**config.mk**
```make
export PLATFORM = sky130hd
export DESIGN_NAME = cap_seq_ctrl
export DESIGN_NICKNAME = d
export VERILOG_FILES = /design/src/rtl/cap_seq_pkg.sv /design/src/rtl/cap_depth_clamp.sv /design/src/rtl/cap_ring_ptr.sv /design/src/rtl/cap_seq_ctrl.sv
export SDC_FILE = /design/constraint.sdc
export NUM_CORES = 1
export LEC_CHECK = 0
export BUFFER_PORTS_ARGS = -buffer_cell sky130_fd_sc_hd__buf_2
export CORE_MARGIN = 2
export CORE_UTILIZATION = 50
export CTS_CLUSTER_SIZE = 10
export DETAILED_ROUTE_END_ITERATION = 8
export GPL_TIMING_DRIVEN = 0
export PLACE_DENSITY = 0.68
export SETUP_SLACK_MARGIN = 0.15
export SLEW_MARGIN = 40
export SYNTH_ARGS = -nofsm -noshare
export SYNTH_HDL_FRONTEND = slang
export SYNTH_SLANG_ARGS = --single-unit
```
**constraint.sdc**
```tcl
create_clock -name clk_i -period 18.8 [get_ports clk_i]
set_input_delay 3.76 -clock clk_i [delete_from_list [all_inputs] [get_ports clk_i]]
set_output_delay 3.76 -clock clk_i [all_outputs]
set_load 0.05 [all_outputs]
```
**src/rtl/cap_seq_pkg.sv**
```systemverilog
package cap_seq_pkg;

  typedef enum logic [2:0] {
    ST_IDLE    = 3'd0,
    ST_PREFILL = 3'd1,
    ST_WAIT    = 3'd2,
    ST_POST    = 3'd3,
    ST_DONE    = 3'd4
  } cap_state_e;

endpackage

```
**src/rtl/cap_depth_clamp.sv**
```systemverilog
// Clamps the two depth settings to a legal, terminating window.
module cap_depth_clamp #(
  parameter int CFG_W  = 16,
  parameter int NBLK_W = 4
) (
  input  logic [CFG_W-1:0]  pre_i,
  input  logic [CFG_W-1:0]  post_i,
  output logic [NBLK_W-1:0] pre_o,
  output logic [NBLK_W-1:0] post_o
);
  localparam int NB      = 1 << NBLK_W;
  localparam int PRE_MAX = NB - 3;

  logic [CFG_W-1:0] pre_c;
  logic [CFG_W-1:0] post_c;
  logic [CFG_W-1:0] post_max;

  always_comb begin
    pre_c = pre_i;
    if (pre_c == '0)
      pre_c = CFG_W'(1);
    else if (pre_c > CFG_W'(PRE_MAX))
      pre_c = CFG_W'(PRE_MAX);

    post_max = CFG_W'(NB - 2) - pre_c;
    post_c   = post_i;
    if (post_c == '0)
      post_c = CFG_W'(1);
    else if (post_c > post_max)
      post_c = post_max;

    pre_o  = pre_c[NBLK_W-1:0];
    post_o = post_c[NBLK_W-1:0];
  end
endmodule

```
**src/rtl/cap_ring_ptr.sv**
```systemverilog
// Write pointer that wraps at a run-time window limit.
module cap_ring_ptr #(
  parameter int W = 12
) (
  input  logic         clk_i,
  input  logic         rst_i,
  input  logic         clr_i,
  input  logic         adv_i,
  input  logic [W-1:0] last_i,
  output logic [W-1:0] ptr_o
);
  always_ff @(posedge clk_i) begin
    if (rst_i || clr_i)
      ptr_o <= '0;
    else if (adv_i)
      ptr_o <= (ptr_o == last_i) ? '0 : ptr_o + W'(1);
  end
endmodule

```
**src/rtl/cap_seq_ctrl.sv**
```systemverilog
module cap_seq_ctrl #(
  parameter int ADDR_W    = 12,
  parameter int BLK_SHIFT = 8,
  parameter int CFG_W     = 16
) (
  input  logic                        clk_i,
  input  logic                        rst_i,
  input  logic                        run_i,
  input  logic                        trig_i,
  input  logic                        stb_i,
  input  logic [CFG_W-1:0]            pre_depth_i,
  input  logic [CFG_W-1:0]            post_depth_i,
  output logic                        wr_en_o,
  output logic [ADDR_W-1:0]           wr_addr_o,
  output logic [ADDR_W-BLK_SHIFT-1:0] post_blocks_o,
  output logic                        done_o,
  output logic [ADDR_W-1:0]           oldest_o
);
  import cap_seq_pkg::*;

  localparam int NBLK_W = ADDR_W - BLK_SHIFT;
  localparam int CNT_W  = ADDR_W + 1;

  cap_state_e          state_q;
  logic [NBLK_W-1:0]   pre_c, post_c;
  logic [CNT_W-1:0]    pre_samp_c, post_samp_c;
  logic [CNT_W-1:0]    pre_samp_q, post_samp_q;
  logic [ADDR_W-1:0]   win_last_c, win_last_q;
  logic [CNT_W-1:0]    cnt_q, cnt_nxt;
  logic [ADDR_W-1:0]   ptr;
  logic [CNT_W-1:0]    ptr_ext, oldest_c;
  logic                active, adv;

  cap_depth_clamp #(.CFG_W(CFG_W), .NBLK_W(NBLK_W)) i_clamp (
    .pre_i  (pre_depth_i),
    .post_i (post_depth_i),
    .pre_o  (pre_c),
    .post_o (post_c)
  );

  assign pre_samp_c  = (CNT_W'(pre_c) + CNT_W'(1)) << BLK_SHIFT;
  assign post_samp_c = (CNT_W'(post_c) + CNT_W'(1)) << BLK_SHIFT;
  assign win_last_c  = ADDR_W'(pre_samp_c + post_samp_c - CNT_W'(1));

  assign active = (state_q == ST_PREFILL) || (state_q == ST_WAIT) || (state_q == ST_POST);
  assign adv    = run_i && stb_i && active;

  cap_ring_ptr #(.W(ADDR_W)) i_ptr (
    .clk_i  (clk_i),
    .rst_i  (rst_i),
    .clr_i  (state_q == ST_IDLE),
    .adv_i  (adv),
    .last_i (win_last_q),
    .ptr_o  (ptr)
  );

  assign cnt_nxt  = cnt_q + CNT_W'(1);
  assign ptr_ext  = CNT_W'(ptr);
  assign oldest_c = (ptr_ext >= pre_samp_q) ? (ptr_ext - pre_samp_q)
                  : (ptr_ext + CNT_W'(win_last_q) + CNT_W'(1) - pre_samp_q);

  always_ff @(posedge clk_i) begin
    if (rst_i) begin
      state_q       <= ST_IDLE;
      pre_samp_q    <= '0;
      post_samp_q   <= '0;
      win_last_q    <= '0;
      cnt_q         <= '0;
      wr_en_o       <= 1'b0;
      wr_addr_o     <= '0;
      post_blocks_o <= '0;
      done_o        <= 1'b0;
      oldest_o      <= '0;
    end else begin
      wr_en_o <= 1'b0;
      if (!run_i) begin
        state_q <= ST_IDLE;
        done_o  <= 1'b0;
      end else begin
        if (adv) begin
          wr_en_o   <= 1'b1;
          wr_addr_o <= ptr;
        end
        case (state_q)
          ST_IDLE: begin
            pre_samp_q    <= pre_samp_c;
            post_samp_q   <= post_samp_c;
            win_last_q    <= win_last_c;
            cnt_q         <= '0;
            post_blocks_o <= '0;
            oldest_o      <= '0;
            done_o        <= 1'b0;
            state_q       <= ST_PREFILL;
          end
          ST_PREFILL: begin
            if (stb_i) begin
              if (cnt_nxt == pre_samp_q) begin
                cnt_q   <= '0;
                state_q <= ST_WAIT;
              end else begin
                cnt_q <= cnt_nxt;
              end
            end
          end
          ST_WAIT: begin
            if (stb_i && trig_i) begin
              oldest_o <= oldest_c[ADDR_W-1:0];
              cnt_q    <= CNT_W'(1);
              state_q  <= ST_POST;
            end
          end
          ST_POST: begin
            if (stb_i) begin
              cnt_q <= cnt_nxt;
              if (cnt_nxt[BLK_SHIFT-1:0] == '0)
                post_blocks_o <= post_blocks_o + NBLK_W'(1);
              if (cnt_nxt == post_samp_q) begin
                done_o  <= 1'b1;
                state_q <= ST_DONE;
              end
            end
          end
          ST_DONE: ;
          default: state_q <= ST_IDLE;
        endcase
      end
    end
  end
endmodule

```
==> summary.txt <==
Status
  – Outcome: completed

Yosys
  – Post-synthesis cell area: 5160 µm²
  – Mapped Cells: 635
  – Synth area leader: dfxtp_1
  – Most frequent cell after synthesis: dfxtp_1
  – Top cells by count, synth: dfxtp_1, nand2_1, inv_1, nor2_1, ha_1
  – Synth Area per Inst: 8.12 µm²
  – Yosys top cell area share: 0.283
  – Synthesized flop and latch total: 73
  – Fraction of registers with async set/reset: 0
  – Distinct cells, synth: 64
  – Number of flops mapped to enable cells by yosys: 0
  – Yosys warns: 0
  – Top cells by area, synth: dfxtp_1, ha_1, xnor2_1
  – Post-synthesis sequential area ratio: 0.283
  – Main synth FF type: dfxtp_1

Worst setup path
  – Crit path max fanout: 9
  – WP data arrival: 9.84 ns
  – Crit path required time: 19.07 ns
  – Crit path capture type: flop
  – Critical Path Source Type: input pin
  – CP Class: input pin to flop

Global route
  – Met2 global-route usage: 0.394
  – Gr usage total: 0.230
  – GR peak layer: met2
  – Pin count of the biggest net entering global routing: 15
  – Vias in the first global route: 4458
  – Global-route wire length before repair: 20700 µm
  – Grt met1 use: 0.291
  – GR Util met3: 0.0365
  – Initial antenna violation count: 0
  – Total global routing overflow: 0

Power
  – Combinational share of power: 0.211
  – VDD IR max: 0.0274 mV
  – Pint: 0.257 mW
  – Total power: 0.371 mW
  – Leak: 2.43 nW
  – Power Dens Cells: 63.1 nW/µm²
  – Clock Power Share: 0.356
  – P_sw: 0.114 mW
  – Sequential share of power: 0.433
  – Sw frac: 0.307

Place
  – Final HPWL DP: 9890 µm
  – IO Port Bufs: 65
  – Inst Count DP: 841
  – Routability Congestion: 0.835

Floorplan
  – Die H: 106 µm
  – Area of the core: 10200 µm²
  – Io pins: 67
  – Initial Util: 0.506
  – Num rows: 37
  – Die area: 11100 µm²
  – Die width: 106 µm

Clock network
  – H-tree depth: 3
  – Buffer depth of the longest clock path: 2
  – Cts hold-fix bufs: 0
  – CTS root buffer: clkbuf_8
  – CTS tree: yes
  – Num CTS Buffers: 9
  – Postcts setup bufs: 0
  – CTS sink count: 73
  – Clk slew on worst S/H paths: 0.08 ns
  – Post_cts resized: 0
  – Worst skew pair latency: 0.37 ns

Timing
  – Worst-case clock skew: 0.0130 ns
  – Slew HR: 0.508
  – Min Tclk post-route: 9.57 ns
  – Worst Max-Slew Pin Slew: 0.733 ns
  – Final setup viols: 0
  – Final hold violations: 0
  – F_max: 105 MHz
  – Final setup TNS: 0 ns
  – Final period utilization: 0.509
  – Slew Limit Fails: 0
  – RSZ-0062 raised after global routing: no

Routing
  – Final ANT Viol Nets: 0
  – DR WL/cell: 14.6 µm
  – Via count: 4692
  – Post-detailed-routing wire length: 12500 µm
  – Drt first pass iters: 4
  – # DRC: 0
  – Initial drt markers: 182
  – Vias per cell: 5.47

Cells and area
  – Area growth from synthesis to layout: 14.0%
  – ANT cells: 0
  – Layout Cells excl Fill: 857
  – Layout Nets: 807
  – Layout cell share with drive strength beyond 1: 0.136
  – Layout fillers: 994

Run
  – Max-cap violation count: 0

Min path
  – Worst Hold Class: flop to flop
==> flip-flops by register name, summed over array words and instances (netlist names) <==
| name | count |
|---|---|
| post_blocks_o | 4 |
| state_q | 3 |
| cnt_q | 13 |
| post_samp_q | 5 |
| pre_samp_q | 5 |
| oldest_o | 12 |
| done_o | 1 |
| i_ptr.ptr_o | 12 |
| wr_addr_o | 12 |
| win_last_q | 5 |
| wr_en_o | 1 |
==> kinds of logic (layout without fill, tap and decap cells) <==
kind of cell	Yosys count	after routing	share of synthesized area
adders and majority gates	54	54	0.138
other	1	6	0.000727
AOI/OAI and AO/OA	130	130	0.157
and+or+nand+nor	232	232	0.228
DFF	73	73	0.283
buffers and inverters	79	160	0.0582
muxes	12	12	0.0238
xor gates and xnor gates	54	54	0.111
==> final timing paths <==
check / from / slack (ns) / end / depth (start not counted)
max: pre_depth_i[13] / 9.23 / win_last_q[11]$_SDFFE_PP0P_ / 25
min: wr_addr_o[3]$_SDFFE_PP0P_ / 0.46 / wr_addr_o[3]$_SDFFE_PP0P_ / 2
min reg2reg: wr_addr_o[3]$_SDFFE_PP0P_ / 0.46 / wr_addr_o[3]$_SDFFE_PP0P_ / 2
max reg2reg: pre_samp_q[9]$_SDFFE_PP0P_ / 15.76 / oldest_o[2]$_SDFFE_PP0P_ / 10
==> area by class of cell <==
cell class | instances | area [µm²] | area share
buffer | 23 | 90.1 | 0.0153
clock buffer | 10 | 138 | 0.0234
clock inverter | 6 | 72.6 | 0.0123
inverter | 56 | 210 | 0.0357
multi-input combinational | 488 | 3410 | 0.581
sequential | 73 | 1460 | 0.248
tap | 136 | 170 | 0.0289
timing repair buffer | 65 | 325 | 0.0553
==> placed cells by master (no fill, tap or decap), drive strengths merged, types with 3 or more instances in the layout <==
| cell | count |
|---|---|
| dfxtp | 73 |
| nand2 | 71 |
| buf | 69 |
| inv | 59 |
| nor2 | 52 |
| ha | 49 |
| a21oi | 48 |
| xnor2 | 32 |
| o21ai | 30 |
| clkbuf | 29 |
| nor3 | 21 |
| nand3 | 19 |
| nand4 | 19 |
| nor4 | 17 |
| xor2 | 15 |
| mux2i | 10 |
| a211oi | 8 |
| nand2b | 6 |
| a22oi | 6 |
| xnor3 | 6 |
| conb | 6 |
| and3 | 5 |
| a21o | 5 |
| nor2b | 5 |
| a31oi | 5 |
| o22ai | 5 |
| fa | 5 |
| and2 | 5 |
| a311oi | 3 |
==> worst max-delay path, cell delays in order <==
cell	delay, ns
buf_2	0.10
nor4_1	0.35
nand3_1	0.31
nor4_1	0.72
inv_1	0.25
ha_1	0.34
xnor2_1	0.28
inv_1	0.14
ha_1	0.30
nand4_1	0.12
o221ai_1	0.18
a21oi_1	0.09
a21oi_1	0.54
mux2i_1	0.30
nand2_1	0.11
ha_1	0.33
inv_1	0.05
ha_1	0.27
inv_1	0.04
ha_1	0.20
fa_1	0.38
xor2_1	0.19
xnor2_1	0.14
xnor2_1	0.15
a211oi_1	0.22
==> stage by stage <==
step | hold slack, ns | utilization | setup WS (ns) | area, µm²
2_1_floorplan | 0.432 | - | 9.92 | 5180
3_3_place_gp | 0.442 | 0.557 | 8.99 | 5670
3_5_place_dp | 0.449 | 0.557 | 8.89 | 5670
4_1_cts | 0.462 | 0.578 | 9.25 | 5880
5_1_grt | 0.480 | 0.578 | 8.74 | 5880
6_report | 0.456 | 0.578 | 9.23 | 5880
==> routing by layer <==
| metal | share of wire | wire length [µm] |
|---|---|---|
| met1 | 0.45 | 5660 |
| met3 | 0.033 | 407 |
| met4 | 0.020 | 251 |
| met2 | 0.50 | 6200 |
| met5 | 0 | 0 |
==> power by group through the flow <==
stage	Sequential, mW	Combinational (mW)	Clock, mW
detailed placement	0.164	0.0775	0
finish	0.161	0.0784	0.132
global placement	0.164	0.0758	0
global route	0.161	0.0879	0.143
CTS	0.161	0.0783	0.136
floorplan	0.164	0.0570	0
Power figures use the tool's default switching activity.
